==> src/rtl/tmr_pkg.sv <==
package tmr_pkg;
  typedef enum logic [1:0] {
    SEL_CTRL = 2'd0,
    SEL_CVAL = 2'd1,
    SEL_TVAL = 2'd2,
    SEL_NONE = 2'd3
  } reg_sel_e;

  localparam int unsigned CTRL_EN_BIT   = 0;
  localparam int unsigned CTRL_MASK_BIT = 1;
  localparam int unsigned CTRL_STAT_BIT = 2;
endpackage

==> src/rtl/tmr_regs.sv <==
module tmr_regs
  import tmr_pkg::*;
#(
  parameter int unsigned CNT_W = 64,
  parameter int unsigned TV_W  = 32
) (
  input  logic             clk_i,
  input  logic             rst_ni,
  input  logic             wr_en_i,
  input  reg_sel_e         sel_i,
  input  logic [CNT_W-1:0] wdata_i,
  input  logic [CNT_W-1:0] count_i,
  output logic             en_o,
  output logic             mask_o,
  output logic [CNT_W-1:0] cval_o
);
  localparam int unsigned EXT_W = CNT_W - TV_W;

  logic [CNT_W-1:0] tv_ext;
  logic             wr_ctrl, wr_cval, wr_tval;

  assign tv_ext  = {{EXT_W{wdata_i[TV_W-1]}}, wdata_i[TV_W-1:0]};
  assign wr_ctrl = wr_en_i && (sel_i == SEL_CTRL);
  assign wr_cval = wr_en_i && (sel_i == SEL_CVAL);
  assign wr_tval = wr_en_i && (sel_i == SEL_TVAL);

  always_ff @(posedge clk_i or negedge rst_ni) begin
    if (!rst_ni) begin
      en_o   <= 1'b0;
      mask_o <= 1'b0;
    end else if (wr_ctrl) begin
      en_o   <= wdata_i[CTRL_EN_BIT];
      mask_o <= wdata_i[CTRL_MASK_BIT];
    end
  end

  always_ff @(posedge clk_i or negedge rst_ni) begin
    if (!rst_ni)      cval_o <= '0;
    else if (wr_cval) cval_o <= wdata_i;
    else if (wr_tval) cval_o <= count_i + tv_ext;
  end

  p_cval_hold_r5: assert property (@(posedge clk_i) disable iff (!rst_ni)
    !(wr_cval || wr_tval) |=> $stable(cval_o));
  p_cval_load_r5: assert property (@(posedge clk_i) disable iff (!rst_ni)
    wr_cval |=> cval_o == $past(wdata_i));
  p_tval_load_r7: assert property (@(posedge clk_i) disable iff (!rst_ni)
    wr_tval |=> cval_o == $past(count_i) + $past(tv_ext));
  p_ctrl_hold_r2: assert property (@(posedge clk_i) disable iff (!rst_ni)
    !wr_ctrl |=> $stable(en_o) && $stable(mask_o));
endmodule

==> src/rtl/tmr_cond.sv <==
module tmr_cond #(
  parameter int unsigned CNT_W = 64
) (
  input  logic             en_i,
  input  logic             mask_i,
  input  logic [CNT_W-1:0] cval_i,
  input  logic [CNT_W-1:0] count_i,
  output logic             status_o,
  output logic             irq_o
);
  logic [CNT_W:0] diff;
  logic           met;

  // borrow-out of count - compare clear means count >= compare (unsigned)
  assign diff     = {1'b0, count_i} - {1'b0, cval_i};
  assign met      = ~diff[CNT_W];
  assign status_o = en_i & met;
  assign irq_o    = status_o & ~mask_i;
endmodule

==> src/rtl/tmr_rdmux.sv <==
module tmr_rdmux
  import tmr_pkg::*;
#(
  parameter int unsigned CNT_W  = 64,
  parameter int unsigned TV_W   = 32,
  parameter int unsigned CTRL_W = 32
) (
  input  reg_sel_e         sel_i,
  input  logic             en_i,
  input  logic             mask_i,
  input  logic             status_i,
  input  logic [CNT_W-1:0] cval_i,
  input  logic [CNT_W-1:0] count_i,
  output logic [CNT_W-1:0] rdata_o
);
  logic [CTRL_W-1:0] ctrl_word;
  logic [CNT_W-1:0]  remain;

  always_comb begin
    ctrl_word = '0;
    ctrl_word[CTRL_EN_BIT]   = en_i;
    ctrl_word[CTRL_MASK_BIT] = mask_i;
    ctrl_word[CTRL_STAT_BIT] = status_i;
  end

  assign remain = cval_i - count_i;

  always_comb begin
    unique case (sel_i)
      SEL_CTRL: rdata_o = {{(CNT_W-CTRL_W){1'b0}}, ctrl_word};
      SEL_CVAL: rdata_o = cval_i;
      SEL_TVAL: rdata_o = {{(CNT_W-TV_W){1'b0}}, remain[TV_W-1:0]};
      default:  rdata_o = '0;
    endcase
  end
endmodule

==> src/rtl/cmp_event_timer.sv <==
module cmp_event_timer
  import tmr_pkg::*;
#(
  parameter int unsigned CNT_W  = 64,
  parameter int unsigned TV_W   = 32,
  parameter int unsigned CTRL_W = 32
) (
  input  logic             clk_i,
  input  logic             rst_ni,
  input  logic [CNT_W-1:0] count_i,
  input  logic             wr_en_i,
  input  logic [1:0]       sel_i,
  input  logic [CNT_W-1:0] wdata_i,
  output logic [CNT_W-1:0] rdata_o,
  output logic             irq_o
);
  reg_sel_e         sel;
  logic             en, mask, status;
  logic [CNT_W-1:0] cval;

  assign sel = reg_sel_e'(sel_i);

  tmr_regs #(.CNT_W(CNT_W), .TV_W(TV_W)) u_regs (
    .clk_i  (clk_i),
    .rst_ni (rst_ni),
    .wr_en_i(wr_en_i),
    .sel_i  (sel),
    .wdata_i(wdata_i),
    .count_i(count_i),
    .en_o   (en),
    .mask_o (mask),
    .cval_o (cval)
  );

  tmr_cond #(.CNT_W(CNT_W)) u_cond (
    .en_i    (en),
    .mask_i  (mask),
    .cval_i  (cval),
    .count_i (count_i),
    .status_o(status),
    .irq_o   (irq_o)
  );

  tmr_rdmux #(.CNT_W(CNT_W), .TV_W(TV_W), .CTRL_W(CTRL_W)) u_rdmux (
    .sel_i   (sel),
    .en_i    (en),
    .mask_i  (mask),
    .status_i(status),
    .cval_i  (cval),
    .count_i (count_i),
    .rdata_o (rdata_o)
  );

  p_irq_gate_r8: assert property (@(posedge clk_i) disable iff (!rst_ni)
    irq_o |-> (en && !mask && count_i >= cval));
  p_irq_drop_r10: assert property (@(posedge clk_i) disable iff (!rst_ni)
    (wr_en_i && sel == SEL_CTRL && (!wdata_i[CTRL_EN_BIT] || wdata_i[CTRL_MASK_BIT]))
    |=> !irq_o);
  p_stat_off_r4: assert property (@(posedge clk_i) disable iff (!rst_ni)
    (sel == SEL_CTRL && !en) |-> !rdata_o[CTRL_STAT_BIT]);
  p_none_zero_r2: assert property (@(posedge clk_i) disable iff (!rst_ni)
    (sel == SEL_NONE) |-> rdata_o == '0);
  p_ctrl_upper_r3: assert property (@(posedge clk_i) disable iff (!rst_ni)
    (sel == SEL_CTRL) |-> rdata_o[CNT_W-1:CTRL_STAT_BIT+1] == '0);
endmodule

==> config.mk <==
export PLATFORM = sky130hd
export DESIGN_NAME = cmp_event_timer
export DESIGN_NICKNAME = d
export VERILOG_FILES = /design/src/rtl/tmr_pkg.sv /design/src/rtl/tmr_regs.sv /design/src/rtl/tmr_cond.sv /design/src/rtl/tmr_rdmux.sv /design/src/rtl/cmp_event_timer.sv
export SDC_FILE = /design/constraint.sdc
export NUM_CORES = 1
export LEC_CHECK = 0
export ABC_AREA = 1
export BUFFER_PORTS_ARGS = -buffer_cell sky130_fd_sc_hd__buf_2
export CAP_MARGIN = 20
export CORE_MARGIN = 2
export CORE_UTILIZATION = 40
export DETAILED_ROUTE_END_ITERATION = 10
export GPL_ROUTABILITY_DRIVEN = 0
export PLACE_DENSITY = 0.59
export SLEW_MARGIN = 20
export SYNTH_ARGS = -nofsm -noshare
export SYNTH_HDL_FRONTEND = slang
export SYNTH_HIERARCHICAL = 1
export SYNTH_SLANG_ARGS = --single-unit
export TNS_END_PERCENT = 100
==> constraint.sdc <==
create_clock -name clk_i -period 3.27 [get_ports clk_i]
set_input_delay 0.8175 -clock clk_i [delete_from_list [all_inputs] [get_ports clk_i]]
set_output_delay 0.8175 -clock clk_i [all_outputs]
set_load 0.02 [all_outputs]
**Word level (Yosys, flattened, before mapping)**

Cells that the tools add are included.

- Output and inout bits: 65
- Flip-flop bits (word level): 66
- Bits in read-only memories: 0
- Input bits: 133
- Bits in latches: 0
- Memories: 0
- Memory bits (writable): 0

- Shift operators: 0
- $add $sub $neg: 3
- Reductions and logical operators: 5
- Bitwise gates (word level): 4
- Divide/modulo/power cells: 0
- Order comparisons: 0
- Muxes and demuxes: 3
- $mul: 0
- Equal/unequal tests: 2

Operators by type and width:

| operator | count |
|---|---|
| 64-bit case mux with 3 select lines | 1 |
| 64-bit 2-to-1 mux | 2 |
| 64-bit by 64-bit subtractor with 65-bit output | 1 |
| 64-bit adder | 1 |
| 32-bit subtractor | 1 |
| 1-bit logical AND | 3 |
| 1-bit AND | 2 |
| 2-bit by 1-bit == test with 1-bit output (second input constant) | 1 |
| 2-bit == test (second input constant) | 1 |
| 2-bit logical NOT | 1 |
| 1-bit inverter | 2 |
| 2-bit nonzero test | 1 |

**Depth between registers and ports, before layout**

Gate-level depths: netlist of the first run.

- Word-level depth: 4
- Gate-level depth with buffers: 18
- Mapped depth without buffers: 18

**Hierarchy**

Netlist of the first run, hierarchy kept.

Modules (own cells, without submodules):

| module | area each (sq um) | cells an instance | times used |
|---|---|---|---|
| tmr_regs | 8952.3 | 1697 | 1 |
| tmr_rdmux | 3106.7 | 690 | 1 |
| tmr_cond | 1655.3 | 264 | 1 |

**Worst setup path after synthesis of the first run**

Ideal clock, no wire load.

- Kind: input to output
- Start point: in count_i[0]
- End point: out rdata_o[16]
- Arrival: 2.231 ns
- Cell stages on the path: 12
- Path slack: 0.221 ns
- Path through: ha_1 inv_1 fa_1 nand3_1 nand3_1 nand2_1 nand2_2 nand2_1 nand2_1 or2_1 nand3_1 nand2_1

- Cells in the longest elaborated chain, start to end: 2

RTL lines:

| what | RTL line | text |
|---|---|---|
| from (decl) | cmp_event_timer.sv:10 | `input logic [CNT_W-1:0] count_i,` |
| 32-bit subtractor | tmr_rdmux.sv:26 | `assign remain = cval_i - count_i;` |
| 64-bit case mux with 3 select lines | tmr_rdmux.sv:29 | `unique case (sel_i)` |
| to (decl) | cmp_event_timer.sv:14 | `output logic [CNT_W-1:0] rdata_o,` |

No other way between the ends.

**Worst setup path after layout of the first run**

- Start point: in count_i[59]
- End point: out rdata_o[2]

- Cells in the longest elaborated chain, start to end: 4

RTL lines:

| what | RTL line | text |
|---|---|---|
| 64-bit by 64-bit subtractor with 65-bit output | tmr_cond.sv:15 | `assign diff = {1'b0, count_i} - {1'b0, cval_i};` |
| 1-bit inverter | tmr_cond.sv:16 | `assign met = ~diff[CNT_W];` |
| 1-bit AND | tmr_cond.sv:17 | `assign status_o = en_i & met;` |
| named net status | cmp_event_timer.sv:18 | `logic en, mask, status;` |
| 64-bit case mux with 3 select lines | tmr_rdmux.sv:29 |  |

The timed path passes the listed nets, and every way through them passes these cells.

==> out/summary.md, run 1 <==
The number of synthesized register bits came out at 66. After clock tree synthesis, the flow added hold-fix buffers numbering 0. The floorplan step defined a die boundary enclosing 0.03578 mm².

The run gives 198 as the count of boundary I/O pins. The path class of the tightest hold or removal check is primary input to async pin. The synthesized netlist devotes 1.916% of its cell area to XOR and XNOR gates. The sort of element at the end of the critical path was an output port. The synthesized instance count was 2651; the sum of overflow across all layers after global routing was 0. A synthesized cell averages 5.173 µm².

The logs give 92 for the maximum number of pins on one net before global-route repair and 14.7% for the relative contribution of the clock network to total power. The horizontal extent of the die was 189.2 µm. Leaving out fill and tap cells, the most frequent cell in the layout is sky130_fd_sc_hd__nand2_1.

Along the worst path, the maximum fanout reaches 2. Buffers inserted during clock tree synthesis total 9. The worst stage delay on the critical path was 230 ps; the compound-gate portion of the synthesized area was 8.247%.

The clock reaches the later pin of the worst-skew pair after 350 ps. The total count of hold-check failures in the final report came out at 0. Sequential cells burn 17.5% of the power.

Broken down by cell family, the worst path's largest delay share belongs to compound AO/OA/AOI/OAI gates. The run gives 3515 as the number of fillers in the final layout. The mapped netlist covers 0.01371 mm².

The worst clock skew on the final layout was 0 ps. The critical path goes through buf_8 -> ha_4 -> buf_4 -> a21oi_1 -> o21ai_1 -> a21oi_2 -> nand2_4 -> a21oi_4 -> nand2_2 -> nand2_2 -> inv_2 -> nand2_1 -> o211ai_1 -> buf_4. The power density relative to cell area works out to 400.5 mW/mm².

The flow ran to the end, but the final reports show violations. The tools report the area of the core as 0.03362 mm². The post-route minimum period was 3339 ps; the die outline height was 189.2 µm. During placement, the flow inserted port buffers numbering 197. After Yosys synthesis, and, or, nand and nor cells account for 45.37% of the synthesized area. The worst setup slack after layout is -69.02 ps. Max-cap check violation count: 0.

For the post-DP HPWL, the log shows 42550 µm. After clock tree synthesis, the clock-pin slew on the worst setup and hold paths is 50 ps. Hold timing on the final database bottoms out at a slack of 507.4 ps.

After detailed routing, the average wire length per cell comes to 15.15 µm. Combinational family with the most area after synthesis: simple AND/OR/NAND/NOR gates. The setup slack of the worst register-to-register path was 2350 ps; the number of detailed-route iterations in the first pass was 7. TritonCTS built the clock tree. The via count normalized by instance count came out at 4.882. The run gives 5 as the number of setup violations in the final report. The first routing iteration left 1256 violations.

The tools report the internal power of the cells as 3.666 mW. Counting every net in the synthesized netlist gives 2944. The deepest level of the CTS H-tree was 3.

The area growth from synthesis to layout is 32.01%. The number of buffers and inverters on the critical path is 4. The checks that failed: setup timing.

The effective utilization at floorplan is 40.80%, and the fmax is 299.5 MHz. The number of slew-limit violations in the final report was 0; the adder-cell share of the synthesized area was 14.71%. Combinational cells account for 67.8% of the total power. The required time at the endpoint of the critical path came out at 2450 ps.

The root buffer cell chosen for the clock tree is sky130_fd_sc_hd__clkbuf_16. Summing the sequential cell areas from Yosys gives 12.04% of the chip area. The area used by sequential logic in the layout is 0.001658 mm², and the unique cell type count in the Yosys netlist is 40.

The logs give 15262 for the via count of the first global-routing pass and 6 for the count of synthesis-stage warnings from yosys. The number of antenna-violating nets in the routed design came out at 0. For this run, the total global-route usage over all layers was measured as 27.94%. Summed over all failing endpoints, the final setup total negative slack is -183.3 ps.

The cell with the biggest individual delay on the critical path is sky130_fd_sc_hd__ha_4. The number of standard-cell rows in the floorplan was 67; the detailed-route wire length was 51860 µm. Summing over every cut layer, the via total after detailed routing is 16712. The post-route clock period utilization is 102.1%. In the final design database the tool counted 3263 nets.

The tree built by TritonCTS fans out to 66 sinks. For this design the static power due to leakage is 11.18 nW. The design draws 7.250 mW. The tools report the number of antenna violations at the first check in global routing as 1.

In this run the tightest slew margin relative to its limit is 52.04%. At the placement stage, the worst setup path has a slack of -288.3 ps. After detailed routing, the number of remaining DRC violations is 0. Across the VDD grid, the largest voltage drop is 0.1867 mV. For this design the total switching power over the nets is 3.584 mW. The post-route netlist has 21.99% of its cells at a drive strength greater than 1.

At the end of the flow the core is filled with cells to 53.86%. The number of buffers between clock root and the deepest sink was 2. Leaving out fill and tap cells, the most frequent cells in the layout are sky130_fd_sc_hd__nand2_1 (977), sky130_fd_sc_hd__inv_1 (573), sky130_fd_sc_hd__nor2_1 (247). The area occupied by multi-input gates was 0.01093 mm².

At the pin with the least slew margin, the transition time is 719.3 ps. The kind of start point of the critical path was a primary input. Setup repair after global routing could not meet its margin everywhere. The category of the critical setup timing path was primary input to output port. The fraction of power spent switching nets is 49.44%.

The post-synthesis mux area share is 0.1642%. The first global-routing pass estimated 79010 µm of wire. The signal arrival time at the worst endpoint was 2520 ps.
[registers in the layout, summed over array words and instances, names as in the netlist]
name / flops
u_regs/cval_o: 64
u_regs/en_o: 1
u_regs/mask_o: 1
[power groups by stage]
stage | Clock [mW] | Sequential, mW | Combinational (mW)
after CTS | 1.08 | 1.25 | 4.30
after detailed placement | 0 | 1.24 | 3.99
after global routing | 1.11 | 1.30 | 5.42
final | 1.06 | 1.27 | 4.92
after floorplan | 0 | 1.16 | 2.63
after global placement | 0 | 1.24 | 3.91
[layer usage]
| layer | vias to the layer above | wire length, µm | global-route usage [%] |
|---|---|---|---|
| li1 | 8575 | - | - |
| met1 | 7542 | 23980 | 38.72 |
| met2 | 520 | 23650 | 46.01 |
| met3 | 75 | 2877 | 2.354 |
| met4 | 0 | 1351 | 8.564 |
| met5 | - | 0 | 0 |
[worst register-to-register path, delay by kind of cell (launching register included)]
family	cells	cell delay (ps)
AO/OA/AOI/OAI	1	50
buffers and inverters	1	190
flip-flops	1	450
AND/OR/NAND/NOR	1	120
[path summary, 6_finish.rpt]
check                      depth (start not counted)           endpoint         startpoint
setup / recovery                                  14         rdata_o[2]        count_i[59]
hold / removal                                     1  u_regs/cval_o[56]             rst_ni
setup reg to reg                                   3   u_regs/cval_o[6]   u_regs/cval_o[6]
hold reg to reg                                    2  u_regs/cval_o[43]  u_regs/cval_o[43]
max in group asynchronous                          2  u_regs/cval_o[32]             rst_ni
min in group clk_i                                 2  u_regs/cval_o[43]  u_regs/cval_o[43]
[synth_stat cells, drive strengths merged]
cell type,instances,area [µm²]
o211ai,4,30.03
buf,10,50.05
nor3,17,90.09
and2,7,43.79
a21oi,126,630.6
or2,3,18.77
xor2,18,157.7
fa,2,40.04
o21bai,3,22.52
o21a,7,52.55
xnor2,12,105.1
nor4b,1,15.01
dfrtp,66,1652
nand2,1088,4169
o21ai,70,354.1
a32o,1,10.01
ha,158,1977
clkbuf,25,93.84
nand3,115,610.6
inv,602,2260
nor4,3,18.77
nor2,288,1136
nand4,12,75.07
a21o,3,22.52
nand3b,6,45.04
clkinv,1,3.750
o221ai,1,8.760
mux2,2,22.52
[area by class of cell]
cell class / instances / area share, %
Inverter: 603 / 12.56
Timing Repair Buffer: 343 / 13.17
Tap cell: 448 / 3.096
Multi-Input combinational cell: 1947 / 60.35
Clock buffer: 12 / 1.306
Clock inverter: 3 / 0.3594
Sequential cell: 66 / 9.157
Antenna cell: 1 / 0.01382
[cell families after synthesis]
| kind of cell | count (synthesis) |
|---|---|
| AOI/OAI and AO/OA | 215 |
| xor gates and xnor gates | 30 |
| adders and majority gates | 160 |
| buffers and inverters | 638 |
| DFF | 66 |
| muxes | 2 |
| and+or+nand+nor | 1540 |
[through the flow]
| step | instance area (µm²) | instances |
|---|---|---|
| floorplan | 13710 | 2651 |
| global placement | 16180 | 3394 |
| detailed placement | 16180 | 3394 |
| CTS | 17120 | 3415 |
| global route | 18100 | 3423 |
| finish | 18100 | 3423 |
[what timing repair did]
item	in CTS	in global routing
gates resized for setup	118	241
pin swaps	30	74
setup buffers	6	7
endpoints found under the setup margin	27	27
Note: power is estimated with default switching activity, not from simulation.
==> inputs of run 2 (changes only) <==
CELL_PAD_IN_SITES_DETAIL_PLACEMENT = 1   (was not set)
CELL_PAD_IN_SITES_GLOBAL_PLACEMENT = 2   (was not set)
CORE_UTILIZATION = 29   (was 40)
PLACE_DENSITY = 0.82   (was 0.59)
==> out/summary.md, run 2 (same netlist as run 1, synthesis figures left out) <==
The worst stage delay on the critical path was 390 ps. The register with the most flip-flops in the layout has 64 of them. For the signal arrival time at the worst endpoint, the log shows 2640 ps.

The largest registers in the layout are u_regs/cval_o (64), u_regs/en_o (1), u_regs/mask_o (1). The first TritonRoute pass finished after 8 iterations. The die outline height came out at 221.5 µm. Setup violations remaining at the end of the flow were counted as 23. The clock slew at the register clock pins of the worst setup and hold paths was 60 ps. Global routing consumed, over all layers together, 25.86% of the routing resources. The tree built by TritonCTS fans out to 66 sinks. Area of the die: 0.04905 mm².

The tools report the detailed-route wire length as 65670 µm. The power density relative to cell area came out at 432.0 mW/mm². The worst setup path is of the primary input to output port kind.

The wire length per cell after detailed routing is 18.06 µm. The top register by number of flip-flops is u_regs/cval_o. In this run the cell area measured after placement is 0.01670 mm². The run gives 0 as the number of slew-limit violations in the final report.

Pin placement for this block handled 198 I/O pins. The tools report the kind of start point of the critical path as a primary input. Worst clock skew on the final layout: 0 ps. The total count of hold-check failures in the final report was 0; the via count of the first global-routing pass was 18220. The relative area change from synthesis to final layout was 41.69%; the worst setup timing slack at the placement stage was -538.7 ps. During placement, the flow inserted port buffers numbering 197. Cell area after layout: 0.01943 mm².

After detailed routing, the number of vias per cell comes to 4.765. Detailed placement ended at an HPWL of 53530 µm. The worst register-to-register path begins at u_regs/cval_o[0]. The logs give 79 for the number of standard-cell rows in the floorplan and 3637 for the final instance count without filler cells.

The post-route netlist has 27.27% of its cells at a drive strength greater than 1. The run finished, with violations left. The count of vias placed by the detailed router came out at 17330. Including well taps, the total number of placed cells is 3598. After floorplanning, the core was sized to cover 0.04665 mm². The most frequent standard cell in the layout excluding fill and tap cells was sky130_fd_sc_hd__nand2_1.

The die is 221.5 µm wide. At the worst endpoint, the required time is 2450 ps. For the final layout net count, the log shows 3310. The kind of cell adding the most delay to the critical path was simple AND/OR/NAND/NOR gates. The initial detailed-routing violation count is 796, and the post-route clock period utilization is 105.7%. Global routing finished with a remaining overflow of 0. The first-pass GRT wire length was 99700 µm. For the pin with the worst max-slew slack, the measured transition is 991.8 ps.

The worst path needs 3456 ps of the cycle, external delays included. In the routed design, unresolved DRC markers number 11. In this run the deepest clock path goes through 2 buffers. The layout has 6388 filler cells.

The worst hold path begins at u_regs/cval_o[40]. For the number of antenna violations at the first check in global routing, the log shows 8. The run gives 3 as the deepest level of the CTS H-tree. Class of the tightest hold or removal check: register to register.

The tool flagged a number of max-cap violations equal to 0. The checks that failed: DRC, setup timing. The run gives 33.88% as the relative slew slack.

The top cell types in the final layout, fill and taps aside, are sky130_fd_sc_hd__nand2_1 (914), sky130_fd_sc_hd__inv_1 (550), sky130_fd_sc_hd__nor2_1 (238). The slowest stage of the critical path belongs to the cell sky130_fd_sc_hd__ha_4. The number of antenna-violating nets in the routed design is 0, and the peak supply drop is 0.2092 mV.

The tools report the sort of element at the end of the critical path as an output port. The tools report the master cell of the clock root buffer as sky130_fd_sc_hd__clkbuf_16. Along the worst path, the maximum fanout reaches 4. In this design, the critical path's most frequently occurring cell is sky130_fd_sc_hd__nand2_2.

The worst setup slack after layout was -186.3 ps. The maximum number of pins on one net before global-route repair is 92. The fmax was 289.3 MHz.

Once layout is complete, the utilization of the core stands at 41.65%. The start point of the critical path was count_i[5]. Clock latency of the later-clocked register in the worst-skew pair: 370 ps. The signal on the critical path passes through buf_8 -> buf_6 -> clkinvlp_4 -> ha_4 -> nand2_8 -> inv_4 -> nand2_2 -> nand2_2 -> nand2_2 -> nand3b_1 -> nand2_2 -> nand2_2 -> nand2_1 -> nand3_1 -> nand2_2 -> buf_6. Once the floorplan was initialized, standard cells occupied 29.40% of the core. The hold buffer count at CTS was 0. Worst path buffer plus inverter count: 5.

Setup repair after global routing could not meet its margin everywhere. Summed over all cells, the static leakage comes to 11.60 nW. For the number of buffers created by CTS, the log shows 9. After layout, the design draws a total of 8.395 mW. TritonCTS built the clock tree.
==> run 2: area by class of cell <==
| class | count | area (µm²) | area share, % |
|---|---|---|---|
| antenna | 8 | 20.02 | 0.1030 |
| multi-input combinational | 1947 | 11530 | 59.36 |
| clock inverter | 6 | 136.4 | 0.7018 |
| timing repair buffer | 390 | 2799 | 14.40 |
| sequential | 66 | 1652 | 8.499 |
| inverter | 603 | 2292 | 11.80 |
| clock buffer | 10 | 239.0 | 1.230 |
| tap | 607 | 759.5 | 3.908 |
==> run 2: final timing paths <==
kind / cells after the start / slack (ps) / endpoint
min reg2reg: 2 / 520 / u_regs/cval_o[40]
max in group asynchronous: 1 / 2030 / u_regs/cval_o[23]
max reg2reg: 3 / 2380 / u_regs/cval_o[0]
min in group asynchronous: 1 / 600 / u_regs/cval_o[3]
min: 2 / 520 / u_regs/cval_o[40]
max: 16 / -190 / rdata_o[19]
==> run 2: power by group <==
part | leakage, nW | switching [mW] | total, mW | internal [mW]
sequential | 0.798 | 0.131 | 1.14 | 1.01
clock | 0.179 | 0.455 | 1.30 | 0.846
combinational | 10.6 | 3.58 | 5.96 | 2.38
total | 11.6 | 4.16 | 8.39 | 4.23
==> run 2: layer usage <==
layer / GRT usage, % / up-vias / part of all wire (%)
met1: 32.89 / 8263 / 45
met2: 46.31 / 299 / 49
met5: 0 / - / 0
li1: - / 8682 / -
met3: 2.032 / 86 / 3.0
met4: 8.021 / 0 / 2.8
==> run 2: worst min-delay path: cells and delay by family, from the launching register on <==
family,cells,cell delay [ps]
flip-flops,1,370
AND/OR/NAND/NOR,2,120
==> run 2: metrics by stage <==
step	hold WS [ps]	setup TNS [ps]
global placement	487.9	-5761
detailed placement	500.6	-7932
CTS	516.6	-1401
floorplan	470.4	0
finish	519.9	-2127
global route	535.9	-4018
==> run 2: timing repair <==
| item | CTS | global route |
|---|---|---|
| gates cloned | 0 | 0 |
| endpoints found under the hold margin | 0 | 0 |
| resized for setup | 329 | 228 |
| pin swaps | 83 | 119 |
| setup buffers | 6 | 12 |
| setup endpoints to repair | 29 | 30 |
==> inputs of run 3 (changes only) <==
CORE_ASPECT_RATIO = 0.5   (was not set)
==> out/summary.md, run 3 (same netlist as run 1, synthesis figures left out) <==
Number of buffers created by CTS: 9. For the total count of hold-check failures in the final report, the log shows 0. Setup repair after global routing could not meet its margin everywhere.

Summed over all nets, the half-perimeter wirelength after detailed placement is 50160 µm. The post-route clock period utilization works out to 107.0%. The maximum number of pins on one net before global-route repair is 67. TritonCTS built the clock tree.

The slew at the pin with the worst max-slew slack is 680.0 ps, and the post-route minimum period is 3499 ps. The register with the most flip-flops in the final layout is u_regs/cval_o. The number of antenna violations at the first check in global routing came out at 2.

Walking the worst path, the cells encountered are buf_4 -> buf_6 -> ha_4 -> nand2_4 -> nor2_2 -> nor3_2 -> nand2_1 -> nand2_1 -> nand2_1 -> nand2_2 -> nand2_4 -> nand2_4 -> nand2_8 -> nand2_4 -> buf_4 -> nor2_4 -> buf_6. The category of the critical setup timing path was primary input to output port. Of the total power, combinational logic draws 67.1%. The worst setup path is launched from a primary input.

The final reports fail on setup timing. The largest registers in the layout are u_regs/cval_o (64), u_regs/en_o (1), u_regs/mask_o (1). Setup violations remaining at the end of the flow were counted as 5. The worst path buffer plus inverter count is 4.

The worst stage delay on the critical path was 280 ps. The cell with the biggest individual delay on the critical path was sky130_fd_sc_hd__ha_4. In this run the clock root is driven by a sky130_fd_sc_hd__clkbuf_16.

The logs give 370 ps for the clock latency of the later-clocked register in the worst-skew pair and 3.967 mW for the internal power of the cells. The class of the tightest hold or removal check was primary input to async pin. The library cell used most frequently in the layout, excluding fill and tap cells, is sky130_fd_sc_hd__nand2_1. The via count normalized by instance count is 4.612, and the die outline height is 157.8 µm. For the signal arrival time at the worst endpoint, the log shows 2680 ps. The global-route usage over all layers was 23.76%; the relative slew slack was 54.67%. The run gives 0 as the number of slew-limit violations in the final report.

In this run the static leakage power is 11.32 nW. For the final database, setup skew stands at 0 ps. Cells fill 40.14% of the core in the end. The logs give 16909 for the via count of the first global-routing pass and 66 for the total number of clock tree sinks. Counting the fill cells in the layout gives 6466. The detailed-route wire length was 60330 µm; the count of buffers from port buffering was 197. Once the floorplan was initialized, standard cells occupied 29.35% of the core.

For the area of the die, the log shows 0.04915 mm². The logs give 285.8 MHz for the fmax and 2450 ps for the required time at the endpoint of the critical path. The relative area change from synthesis to final layout was 36.79%.

The first detailed-routing pass ran for 5 iterations. The library cells used most frequently in the layout, excluding fill and tap cells, are sky130_fd_sc_hd__nand2_1 (972), sky130_fd_sc_hd__inv_1 (568), sky130_fd_sc_hd__nor2_1 (245). The flow ran to the end, but the final reports show violations.

In the routed design, unresolved DRC markers number 0. The tools report the worst setup timing slack at the placement stage as -445.5 ps. Cells with a size suffix above 1 make up 23.14% of the layout. In this design, the critical path's most frequently occurring cell is sky130_fd_sc_hd__nand2_4. The worst setup slack after layout was -228.9 ps; the area of the core was 0.04673 mm². The number of buffers between clock root and the deepest sink is 2, and the clock slew at the register clock pins of the worst setup and hold paths is 70 ps. The flip-flop count of the largest register, all copies and words added is 64, and the fraction of power spent switching nets is 48.77%. In the final timing run, aggregate negative setup slack is -478.2 ps. The tool flagged a number of max-cap violations equal to 0.

In the final routed layout, each cell accounts on average for 16.55 µm. The clock network is responsible for 16.4% of the overall power. The floorplan has 56 rows. The largest fanout of any net on the critical path came out at 2. Final layout net count: 3292. Per report_power, the sequential group accounts for 16.4% of the total. The sum of overflow across all layers after global routing is 0, and the initial detailed-routing violation count is 700. The logs give 3.776 mW for the total net switching power and 7.743 mW for the total design power.

Buffers inserted to repair hold after CTS numbered 0. The floorplan step set the die width to 311.5 µm. First-pass GRT wire length: 91240 µm. The power density relative to cell area is 412.7 mW/mm². The deepest level of the CTS H-tree is 3. The tools report the sort of element at the end of the critical path as an output port. The detailed router placed 16810 vias in this run.

The count of nets left with antenna violations once routing finished came out at 0. The worst-case IR drop observed on VDD is 0.2760 mV. Across all hold checks on the routed design, the worst slack comes to 382.8 ps. In this run the count of I/O pins placed on the die edge is 198. The kind of cell with the highest combined delay along the critical path is simple AND/OR/NAND/NOR gates.
## run 3: worst paths after layout
check,startpoint,endpoint,slack [ps],depth (start not counted)
min,rst_ni,u_regs/cval_o[55],380,1
max reg2reg,u_regs/cval_o[2],u_regs/cval_o[2],2390,3
min reg2reg,u_regs/cval_o[39],u_regs/cval_o[39],510,2
max in group asynchronous,rst_ni,u_regs/cval_o[25],2260,2
min in group clk_i,u_regs/cval_o[39],u_regs/cval_o[39],510,2
max,count_i[7],irq_o,-230,17
## run 3: layout make-up
type / count / area [µm²] / area share, %
Sequential cell: 66 / 1657 / 8.830
Clock inverter: 6 / 137.6 / 0.7336
Multi-Input combinational cell: 1947 / 11040 / 58.86
Clock buffer: 10 / 229.0 / 1.220
Antenna cell: 3 / 7.507 / 0.04002
Inverter: 603 / 2276 / 12.13
Timing Repair Buffer: 372 / 2614 / 13.93
Tap cell: 638 / 798.3 / 4.255
## run 3: what timing repair did
item | 4_1_cts | 5_1_grt
gates resized for setup | 164 | 215
pin swaps | 42 | 65
endpoints found under the hold margin | 0 | 0
setup buffers | 9 | 6
setup endpoints to repair | 26 | 27
## run 3: layer usage
layer / vias up / wire length (µm) / track usage (%)
met1: 7917 / 28980 / 31.24
met2: 206 / 28420 / 41.67
met5: - / 0 / 0
met3: 61 / 1567 / 2.410
li1: 8626 / - / -
met4: 0 / 1361 / 6.188
## run 3: power groups by stage
stage	clock (mW)	combinational (mW)	sequential, mW
6_report	1.27	5.20	1.27
5_1_grt	1.33	5.77	1.30
4_1_cts	1.30	4.69	1.26
3_5_place_dp	0	4.26	1.24
3_3_place_gp	0	4.15	1.23
2_1_floorplan	0	2.63	1.16
## run 3: stage by stage
stage               cell area [µm²]  cells
global placement              16590   3610
finish                        18760   3645
detailed placement            16590   3610
global route                  18760   3644
floorplan                     13710   2651
CTS                           17890   3635
